`src/rtl/spi_stat_pkg.sv`:
```
package spi_stat_pkg;
  localparam int REG_W    = 8;
  localparam int NFLAG    = 3;
  // flag index order inside the block
  localparam int F_DONE   = 0;
  localparam int F_COLL   = 1;
  localparam int F_FAULT  = 2;
  // bit positions in the status view
  localparam int POS_DONE  = 7;
  localparam int POS_COLL  = 6;
  localparam int POS_FAULT = 4;
  // clearing source per flag: 1 = control write, 0 = data access
  localparam logic [NFLAG-1:0] CLR_BY_CTRL = 3'b100;

  function automatic int flag_pos(input int idx);
    case (idx)
      F_DONE:  return POS_DONE;
      F_COLL:  return POS_COLL;
      default: return POS_FAULT;
    endcase
  endfunction
endpackage

```
`src/rtl/spi_flag_cell.sv`:
```
module spi_flag_cell (
  input  logic clk,
  input  logic rst_n,
  input  logic set_i,
  input  logic look_i,
  input  logic clr_i,
  output logic flag_o
);
  logic flag_q;
  logic arm_q;

  always_ff @(posedge clk) begin
    if (!rst_n) begin
      flag_q <= 1'b0;
      arm_q  <= 1'b0;
    end else if (set_i) begin
      flag_q <= 1'b1;
      arm_q  <= 1'b0;
    end else if (arm_q && clr_i) begin
      flag_q <= 1'b0;
      arm_q  <= 1'b0;
    end else if (look_i && flag_q) begin
      arm_q  <= 1'b1;
    end
  end

  assign flag_o = flag_q;

  // a flag that is not armed cannot fall
  a_r6_clear_needs_arm: assert property (@(posedge clk) disable iff (!rst_n)
    (flag_q && !arm_q) |=> flag_q);
  // a set event always leaves the flag set
  a_r7_set_wins: assert property (@(posedge clk) disable iff (!rst_n)
    set_i |=> (flag_q && !arm_q));
  // arming only exists on a set flag
  a_r6_arm_on_set: assert property (@(posedge clk) disable iff (!rst_n)
    arm_q |-> flag_q);
  // armed flag with its clearing strobe falls
  a_r4_armed_clear: assert property (@(posedge clk) disable iff (!rst_n)
    (arm_q && clr_i && !set_i) |=> !flag_q);
endmodule

```
`src/rtl/spi_ovr_det.sv`:
```
module spi_ovr_det (
  input  logic clk,
  input  logic rst_n,
  input  logic done_ev_i,
  input  logic done_flag_i,
  output logic ovr_o
);
  logic ovr_q;

  always_ff @(posedge clk) begin
    if (!rst_n) ovr_q <= 1'b0;
    else        ovr_q <= done_ev_i && done_flag_i;
  end

  assign ovr_o = ovr_q;

  // the pulse lasts a single cycle unless a new event refreshes it
  a_r9_single_pulse: assert property (@(posedge clk) disable iff (!rst_n)
    (ovr_q && !done_ev_i) |=> !ovr_q);
endmodule

```
`src/rtl/spi_stat_map.sv`:
```
module spi_stat_map
  import spi_stat_pkg::*;
(
  input  logic [NFLAG-1:0] flags_i,
  output logic [REG_W-1:0] view_o
);
  always_comb begin
    view_o = '0;
    for (int i = 0; i < NFLAG; i++) begin
      view_o[flag_pos(i)] = flags_i[i];
    end
  end
endmodule

```
`src/rtl/spi_stat_flags.sv`:
```
module spi_stat_flags
  import spi_stat_pkg::*;
(
  input  logic             clk,
  input  logic             rst_n,
  input  logic             ev_done,
  input  logic             ev_coll,
  input  logic             ev_fault,
  input  logic             stat_rd,
  input  logic             data_acc,
  input  logic             ctrl_wr,
  output logic [REG_W-1:0] stat_rdata,
  output logic             ovr_o
);
  localparam logic [REG_W-1:0] USED_MASK =
    (REG_W'(1) << POS_DONE) | (REG_W'(1) << POS_COLL) | (REG_W'(1) << POS_FAULT);

  logic [NFLAG-1:0] set_v;
  logic [NFLAG-1:0] clr_v;
  logic [NFLAG-1:0] flag_v;

  assign set_v[F_DONE]  = ev_done;
  assign set_v[F_COLL]  = ev_coll;
  assign set_v[F_FAULT] = ev_fault;

  for (genvar g = 0; g < NFLAG; g++) begin : g_flag
    if (CLR_BY_CTRL[g]) begin : g_ctrl
      assign clr_v[g] = ctrl_wr;
    end else begin : g_data
      assign clr_v[g] = data_acc;
    end
    spi_flag_cell u_cell (
      .clk   (clk),
      .rst_n (rst_n),
      .set_i (set_v[g]),
      .look_i(stat_rd),
      .clr_i (clr_v[g]),
      .flag_o(flag_v[g])
    );
  end

  spi_stat_map u_map (
    .flags_i(flag_v),
    .view_o (stat_rdata)
  );

  spi_ovr_det u_ovr (
    .clk        (clk),
    .rst_n      (rst_n),
    .done_ev_i  (ev_done),
    .done_flag_i(flag_v[F_DONE]),
    .ovr_o      (ovr_o)
  );

  // unused positions stay zero
  a_r8_reserved_zero: assert property (@(posedge clk) disable iff (!rst_n)
    (stat_rdata & ~USED_MASK) == '0);
  // an overrun leaves the byte-complete flag set
  a_r9_ovr_keeps_flag: assert property (@(posedge clk) disable iff (!rst_n)
    ovr_o |-> stat_rdata[POS_DONE]);
  // a byte event is visible next cycle
  a_r2_done_sets: assert property (@(posedge clk) disable iff (!rst_n)
    ev_done |=> stat_rdata[POS_DONE]);
endmodule

```
`config.mk`:
```
export PLATFORM = sky130hd
export DESIGN_NAME = spi_stat_flags
export DESIGN_NICKNAME = d
export VERILOG_FILES = /design/src/rtl/spi_stat_pkg.sv /design/src/rtl/spi_flag_cell.sv /design/src/rtl/spi_ovr_det.sv /design/src/rtl/spi_stat_map.sv /design/src/rtl/spi_stat_flags.sv
export SDC_FILE = /design/constraint.sdc
export NUM_CORES = 1
export LEC_CHECK = 0
export BUFFER_PORTS_ARGS = -buffer_cell sky130_fd_sc_hd__buf_4
export CORE_AREA = 2 2 39 41
export CTS_CLUSTER_DIAMETER = 100
export DETAILED_ROUTE_END_ITERATION = 8
export DIE_AREA = 0 0 41 43
export GPL_ROUTABILITY_DRIVEN = 1
export GPL_TIMING_DRIVEN = 1
export HOLD_SLACK_MARGIN = 0.02
export PLACE_DENSITY = 0.57
export SYNTH_ARGS = -nofsm -noshare
export SYNTH_HDL_FRONTEND = slang
export SYNTH_HIERARCHICAL = 1
export SYNTH_SLANG_ARGS = --single-unit
```
`constraint.sdc`:
```
create_clock -name clk -period 0.9 [get_ports clk]
set_input_delay 0.045 -clock clk [delete_from_list [all_inputs] [get_ports clk]]
set_output_delay 0.045 -clock clk [all_outputs]
set_load 0.01 [all_outputs]
```
Yosys cells after proc, flatten, opt, wreduce, memory -nomap -nowiden
Cells that the tools add are included.
{ "totals": {"output_inout_bits": 9, "in_bits": 8, "reg_bits": 7} }
{ "classes": {"muxes": 6, "bitwise_logic": 1, "n_reduce_logical": 13} }
{ "ops": {"columns": ["cell", "n"], "rows": [
  ["OR reduction 3 bit", 3],
  ["logical AND 1 bit", 7],
  ["two-way mux 1 bit", 6],
  ["nonzero test 2 bit", 3],
  ["inverter 1 bit", 1]
]} }

Logic depth before layout (Yosys ltp)
Gate-level depths: netlist (run 1).
{ "depth": {"word_depth": 3, "depth_mapped": 2, "ltp_nobuf": 2} }

Modules after synthesis
Netlist (run 1), hierarchy kept.
{ "by_module_without_submodules": {"columns": ["mod", "instances", "area_per_inst_um2", "cells_per_inst"], "rows": [
  ["spi_flag_cell", 3, 80.1, 8],
  ["spi_stat_map", 1, 63.8, 9],
  ["spi_ovr_det", 1, 26.3, 2]
]} }

Worst setup path before layout (run 1)
OpenSTA, ideal clock, no wires.
{ "synth_timing": {"path_type": "flip-flop to flip-flop", "from": "register, netlist name g_flag[0].u_cell/flag_o", "to": "register g_flag[0].u_cell.flag_q", "synth_period_minus_slack_ns": 0.684, "required_ns": 0.785, "slack_ns": 0.216, "n_path_buf": 0, "path_stages_with_launch": 3, "arrival_time_ns": 0.569, "path_cell_list": "dfxtp_1 a21boi_0 o21a_1"} }
{ "synth_lines": {"columns": ["element", "line_no", "source"], "rows": [
  ["end signal: assignment", "spi_flag_cell.sv:14", "flag_q <= 1'b0;"],
  ["end signal: assignment", "spi_flag_cell.sv:17", "flag_q <= 1'b1;"],
  ["end signal: assignment", "spi_flag_cell.sv:20", "flag_q <= 1'b0;"],
  ["end: declaration", "spi_flag_cell.sv:9", "logic flag_q;"]
]} }

Final worst setup path (run 1)
{ "layout_timing": {"from": "input port ev_fault", "to": "register g_flag[2].u_cell.arm_q"} }
{ "layout_via": {"elab_chain_cells": 1} }
{ "layout_rtl": {"columns": ["element", "line_no", "source"], "rows": [
  ["start: declaration", "spi_stat_flags.sv:8", "input logic ev_fault,"],
  ["OR reduction 3 bit (no line)", null, null],
  ["end signal: assignment", "spi_flag_cell.sv:15", "arm_q <= 1'b0;"],
  ["end signal: assignment", "spi_flag_cell.sv:18", "arm_q <= 1'b0;"],
  ["end signal: assignment", "spi_flag_cell.sv:21", "arm_q <= 1'b0;"],
  ["end: declaration", "spi_flag_cell.sv:10", "logic arm_q;"]
]} }
Every way passes these cells.
A chain may end at the register's enable or synchronous reset.

==> impl_results.md, run 1 <==
- Status: complete, no violations
- Total inserted antenna cells: 0
- Area leader, netlist: dfxtp_1
- Initial Util: 0.239
- Routed vias: 253
- Filler cells: 140
- Routed Antenna Nets: 0
- Register area: 140 sq um
- Initial antenna violation count: 0
- Grt total ovfl: 0
- Drt first pass iters: 2
- CP endpoint kind: register
- Comb pwr share: 0.144
- Clock slew at reported path FFs: 50 ps
- Worst hold slack: 54.4 ps
- Max-cap viol count: 0
- DRC: 0
- Critical path endpoint: g_flag[2].u_cell/arm_q$_SDFFE_PP0P_
- Drt via density: 3.89
- Final Skew: 0.0972 ps
- Starting DRT DRC Count: 2
- # nets final: 58
- Fin area: 444 sq um
- Worst path bufs/invs: 2
- Non-Filler Instances: 65
- Final Max Slew Viols: 0
- P per Cell Area: 1610 nW/um^2
- Area of the die: 1760 sq um
- Worst path required time: 1080 ps
- CP cell instances: dlygate4sd3_1 > buf_4 > nand2b_1 > a21oi_1
- Highest clock rate: 1270 MHz
- RSZ-0062 raised after global routing: false
- Sequential area share after synthesis: 0.424
- Worst Hold Class: in2reg
- Setup TNS: 0 ps
- Num Clock Sinks: 7
- Die height: 43 um
- CP top delay family: buffers and inverters
- Top post-synthesis cells by area: dfxtp_1 (42%), buf_4 (18%), nand2b_1 (11%)
- Period utilization: 0.876
- Crit path DAT: 960 ps
- Layout area overhead: 34.5%
- Die width: 41 um
- Number of H-tree levels: 1
- Worst vdd rail ir drop: 0.434 mV
- Reg2Reg Setup Slack: 190 ps
- Worst reg2reg startpoint: g_flag[0].u_cell/flag_o$_SDFFE_PN0P_
- IO buf count: 11
- CTS tree: built
- CTS buffer count: 3
- Largest net degree at the start of global routing: 8
- Internal: 0.000555 W
- First-pass GRT wire length: 869 um
- All-Layer GR Usage: 0.0796
- Number of global-route vias before repair: 241
- Placeable Area: 1380 sq um
- Largest fanout on the critical path: 2
- Switching Share: 0.224
- Yosys warnings: 6
- Rows: 14
- Clock power frac: 0.389
- Max clock buf depth: 2
- GP Congestion: 0.632
- CP max-delay cell: dlygate4sd3_1
- Post-CTS sizing: 0
- FF-to-FF path depth: 2
- Avg Inst Size Synth: 9.44 sq um
- Critical path depth: 4
- Minimum clock period: 788 ps
- Clock latency on the worst-skew pair: 240 ps
- Critical Path Start: ev_fault
- Switching power: 0.000160 W
- Synth unique cells: 9
- Crit path largest cell delay: 530 ps
- Avg WL per Cell: 8.54 um
- Share of post-route cells with drive strength above 1: 0.286
- Fin util: 0.321
- Critical Path Source Type: primary input
- Boundary pin count: 17
- Flop pwr share: 0.467
- Placed cells: 58
- Footprint of the multi-input gates: 145 sq um
- Endpoints failing hold: 0
- Post-synthesis instance total: 35
- Worst r2r dst: g_flag[0].u_cell/flag_o$_SDFFE_PN0P_
- Endpoints failing setup: 0
- Area of placed instances: 388 sq um
- Critical path type: in2reg
- Yosys top cell area share: 0.424
- Final WL: 555 um
- CTS root buf: clkbuf_4
- #FFs+latches synth: 7
- Leakage: 0.192 nW
- Mapped Area: 330 sq um
sequential cells by signal, indices dropped and copies added (netlist names):
signal	cells
u_ovr/ovr_o	1
g_flag.u_cell/flag_o	3
g_flag.u_cell/arm_q	3
power groups by stage:
stage	logic [W]	clock network (W)	registers, W
floorplan	0.0000712	0	0.000340
global placement	0.0000936	0	0.000341
detailed placement	0.0000944	0	0.000341
CTS	0.000104	0.000295	0.000334
global route	0.000115	0.000319	0.000337
finish	0.000103	0.000278	0.000335
Yosys cell counts:
| cell type | n |
|---|---|
| buf_4 | 8 |
| dfxtp_1 | 7 |
| nand2b_1 | 6 |
| a21boi_0 | 3 |
| a21oi_1 | 3 |
| nand3b_1 | 3 |
| o21a_1 | 3 |
| and3_1 | 1 |
| conb_1 | 1 |
per-stage QoR:
stage               power (W)  setup WS [ps]
floorplan            0.000411            216
global placement     0.000434            178
detailed placement   0.000435            190
CTS                  0.000734            115
global route         0.000771           40.7
finish               0.000716            112
cells by family after synthesis:
| kind of cell | count (synthesis) | share of synthesized area |
|---|---|---|
| simple gates | 10 | 0.201 |
| flops | 7 | 0.424 |
| other cells | 1 | 0.0114 |
| buf+inv | 8 | 0.182 |
| compound gates | 9 | 0.182 |
cells in the final DEF, fill, tap and decap left out:
| master | instances |
|---|---|
| a21boi_0 | 3 |
| a21oi_1 | 3 |
| and3_1 | 1 |
| buf_4 | 11 |
| clkbuf_1 | 1 |
| clkbuf_4 | 3 |
| conb_1 | 5 |
| dfxtp_1 | 7 |
| dlygate4sd3_1 | 3 |
| nand2b_1 | 6 |
| nand3b_1 | 3 |
| o21a_1 | 3 |
what timing repair did:
action | CTS | global route
hold buffers | 3 | 0
hold endpoints to repair | 3 | 0
buffers inserted | 0 | 0
cell type report:
type / instances / area share
multi-input combinational: 24 / 0.327
sequential: 7 / 0.315
timing repair buffer: 14 / 0.254
clock buffer: 4 / 0.0592
tap: 16 / 0.0451
per-layer routing:
| metal | GRT usage | wire (um) |
|---|---|---|
| met1 | 0.0714 | 230 |
| met2 | 0.113 | 263 |
| met3 | 0.0471 | 61 |
| met4 | 0.0800 | 0 |
| met5 | 0 | 0 |
worst min path at each step:
stage	from	to	slack (ps)	cells past startpoint
CTS	rst_n	g_flag[1].u_cell/flag_o$_SDFFE_PN0P_	50	2
detailed placement	ev_coll	g_flag[1].u_cell/flag_o$_SDFFE_PN0P_	270	2
floorplan	rst_n	g_flag[0].u_cell/flag_o$_SDFFE_PN0P_	160	1
finish	rst_n	g_flag[1].u_cell/flag_o$_SDFFE_PN0P_	50	2
global placement	ev_fault	g_flag[2].u_cell/flag_o$_SDFFE_PN0P_	260	2
global route	rst_n	g_flag[0].u_cell/flag_o$_SDFFE_PN0P_	60	2
worst register-to-register path: cells and delay by family, from the launching register on:
| kind | cells | cell delay [ps] |
|---|---|---|
| compound gates | 2 | 290 |
| flops | 1 | 320 |
No activity file was read; power rests on OpenSTA's default activity.
==> inputs of run 2 (changes only) <==
--- a/config.mk
+++ b/config.mk
@@ -14,6 +14,7 @@
 export GPL_TIMING_DRIVEN = 1
 export HOLD_SLACK_MARGIN = 0.02
 export PLACE_DENSITY = 0.57
+export RECOVER_POWER = 25
 export SYNTH_ARGS = -nofsm -noshare
 export SYNTH_HDL_FRONTEND = slang
 export SYNTH_HIERARCHICAL = 1
==> run 2 against run 1 <==
Compared with the run above:
- sequential power is essentially flat
- global-route usage is the same
- final area shrank 0.85%
- total power shrank 0.22%
- largest power group unchanged
- first-iteration DRC count is the same
- die area is the same
- clock skew is the same
- wire length shrank 0.18%
- sequential share of layout area grew 0.27 points
- critical path type unchanged
- worst hold slack is essentially flat
- highest routed layer unchanged
- critical endpoint unchanged
- final cell count is the same
==> impl_results.md, run 2 (same netlist as run 1, synthesis figures left out) <==
- Hold depth: 2 (unchanged)
- Drt via density: 3.89 (unchanged)
- Reg2Reg Setup Slack: 190 ps (about the same)
- FF-to-FF path depth: 2 (unchanged)
- GR Layer Usage met3: 0.0471 (unchanged)
- Status: complete, no violations
- CP cell instances: dlygate4sd3_1 > buf_4 > nand2b_1 > a21oi_1
- Rows: 14 (unchanged)
- Final WL: 554 um (-0.18%)
- Worst hold path endpoint: g_flag[1].u_cell/flag_o$_SDFFE_PN0P_
- # nets final: 58 (unchanged)
- Crit path largest cell delay: 530 ps (about the same)
- Clock slew at reported path FFs: 50 ps (about the same)
- Routed vias: 253 (unchanged)
- Min-delay src: rst_n
- Leakage: 0.188 nW (-2.3%)
- Boundary pin count: 17 (unchanged)
- Area of placed instances: 388 sq um (unchanged)
- CTS buffer count: 3 (unchanged)
- Final Total Pwr: 0.000714 W (-0.22%)
- Grt total ovfl: 0 (unchanged)
- Largest net degree at the start of global routing: 8 (unchanged)
- Routed Antenna Nets: 0 (unchanged)
- Grt met1 use: 0.0714 (unchanged)
- CP endpoint kind: register
- Setup TNS: 0 ps (unchanged)
- Crit path DAT: 960 ps (about the same)
- Worst hold slack: 54.4 ps (+0.0317 ps)
- Most common cell after layout, fill and taps aside: buf_4
- Most frequent cells in the layout: buf_4 (9), dfxtp_1 (7), nand2b_1 (6), conb_1 (5), clkbuf_4 (4)
- Layer with the highest usage: met2
- Avg WL per Cell: 8.52 um (-0.18%)
- Final Max Slew Viols: 0 (unchanged)
- Worst path required time: 1080 ps (about the same)
- Layout area overhead: 33.3%
- Endpoints failing hold: 0 (unchanged)
- Initial Util: 0.239 (unchanged)
- CTS root buf: clkbuf_4
- Final Skew: 0.0972 ps (unchanged)
- Critical Path Source Type: primary input
- Met2 usage in global routing: 0.113 (unchanged)
- P per Cell Area: 1620 nW/um^2 (+0.63%)
- Die height: 43 um (unchanged)
- Clock latency on the worst-skew pair: 240 ps (about the same)
- Worst r2r dst: g_flag[0].u_cell/flag_o$_SDFFE_PN0P_
- Largest fanout on the critical path: 2 (unchanged)
- Num Clock Sinks: 7 (unchanged)
- IO buf count: 11 (unchanged)
- Post-CTS sizing: 0 (unchanged)
- Endpoints failing setup: 0 (unchanged)
- Number of global-route vias before repair: 241 (unchanged)
- CP max-delay cell: dlygate4sd3_1
- Share of post-route cells with drive strength above 1: 0.265 (-0.0204)
- RSZ-0062 raised after global routing: false
- Highest clock rate: 1270 MHz (unchanged)
- Worst path bufs/invs: 2 (unchanged)
- Fin area: 440 sq um (-0.85%)
- Critical path type: in2reg
- Drt first pass iters: 2 (unchanged)
- DRC: 0 (unchanged)
- Worst Hold Class: in2reg
- Worst vdd rail ir drop: 0.433 mV (-0.39%)
- Total inserted antenna cells: 0 (unchanged)
- Die width: 41 um (unchanged)
- GP Congestion: 0.632 (unchanged)
- Starting DRT DRC Count: 2 (unchanged)
- First-pass GRT wire length: 869 um (unchanged)
- Max-cap viol count: 0 (unchanged)
- CP top delay family: buffers and inverters
- Placeable Area: 1380 sq um (unchanged)
- Area of the die: 1760 sq um (unchanged)
- All-Layer GR Usage: 0.0796 (unchanged)
- Number of H-tree levels: 1 (unchanged)
- Max clock buf depth: 2 (unchanged)
- Period utilization: 0.876 (unchanged)
- Minimum clock period: 788 ps (unchanged)
- CTS tree: built
- Initial antenna violation count: 0 (unchanged)
- Worst reg2reg startpoint: g_flag[0].u_cell/flag_o$_SDFFE_PN0P_
==> run 2: changes by cell type in the layout (fill, tap and decap cells not counted), sizes merged <==
cell	previous run	this run
clkbuf	4	6
buf	11	9
==> run 2: worst register-to-register path, stage by stage (launching register included) <==
cell and delay [ps]:
dfxtp_1 320, a21boi_0 120, o21a_1 170
==> run 2: how the worst max path moves through the flow <==
stage,start,endpoint,cells after the start
3_5_place_dp,g_flag[0].u_cell/flag_o$_SDFFE_PN0P_,g_flag[0].u_cell/flag_o$_SDFFE_PN0P_,2
4_1_cts,g_flag[0].u_cell/flag_o$_SDFFE_PN0P_,stat_rdata[7],1
3_3_place_gp,g_flag[0].u_cell/flag_o$_SDFFE_PN0P_,g_flag[0].u_cell/flag_o$_SDFFE_PN0P_,2
2_1_floorplan,g_flag[0].u_cell/flag_o$_SDFFE_PN0P_,g_flag[0].u_cell/flag_o$_SDFFE_PN0P_,2
5_1_grt,g_flag[0].u_cell/flag_o$_SDFFE_PN0P_,stat_rdata[7],1
6_report,ev_fault,g_flag[2].u_cell/arm_q$_SDFFE_PP0P_,4
==> run 2: what timing repair did <==
action / CTS / global route
endpoints found under the setup margin: 0 / 0
endpoints found under the hold margin: 3 / 0
setup buffers: 0 / 0
hold buffers: 3 / 0
==> run 2: metrics by stage <==
step	util	cells	worst slack (ps)
after floorplan	-	39	216
after global placement	0.280	58	178
after detailed placement	0.280	58	190
after CTS	0.321	65	115
after global routing	0.318	65	40.7
final	0.318	65	112
==> run 2: routing by layer <==
layer	share of wire	wire, um
met1	0.42	230
met2	0.47	261
met3	0.11	62
met4	0	0
met5	0	0
==> run 2: cell type report <==
type | instances | area, sq um
fillers | 142 | 943
multi-input cells | 24 | 145
flip-flops and latches | 7 | 140
repair buffers | 14 | 109
clock buffers | 4 | 26.3
well taps | 16 | 20.0
==> run 2: power by group <==
| group | internal [W] | switching [W] | leakage [nW] |
|---|---|---|---|
| registers | 0.000325 | 0.00000910 | 0.0577 |
| logic | 0.0000597 | 0.0000418 | 0.115 |
| clock network | 0.000169 | 0.000109 | 0.0150 |
| total | 0.000554 | 0.000160 | 0.188 |
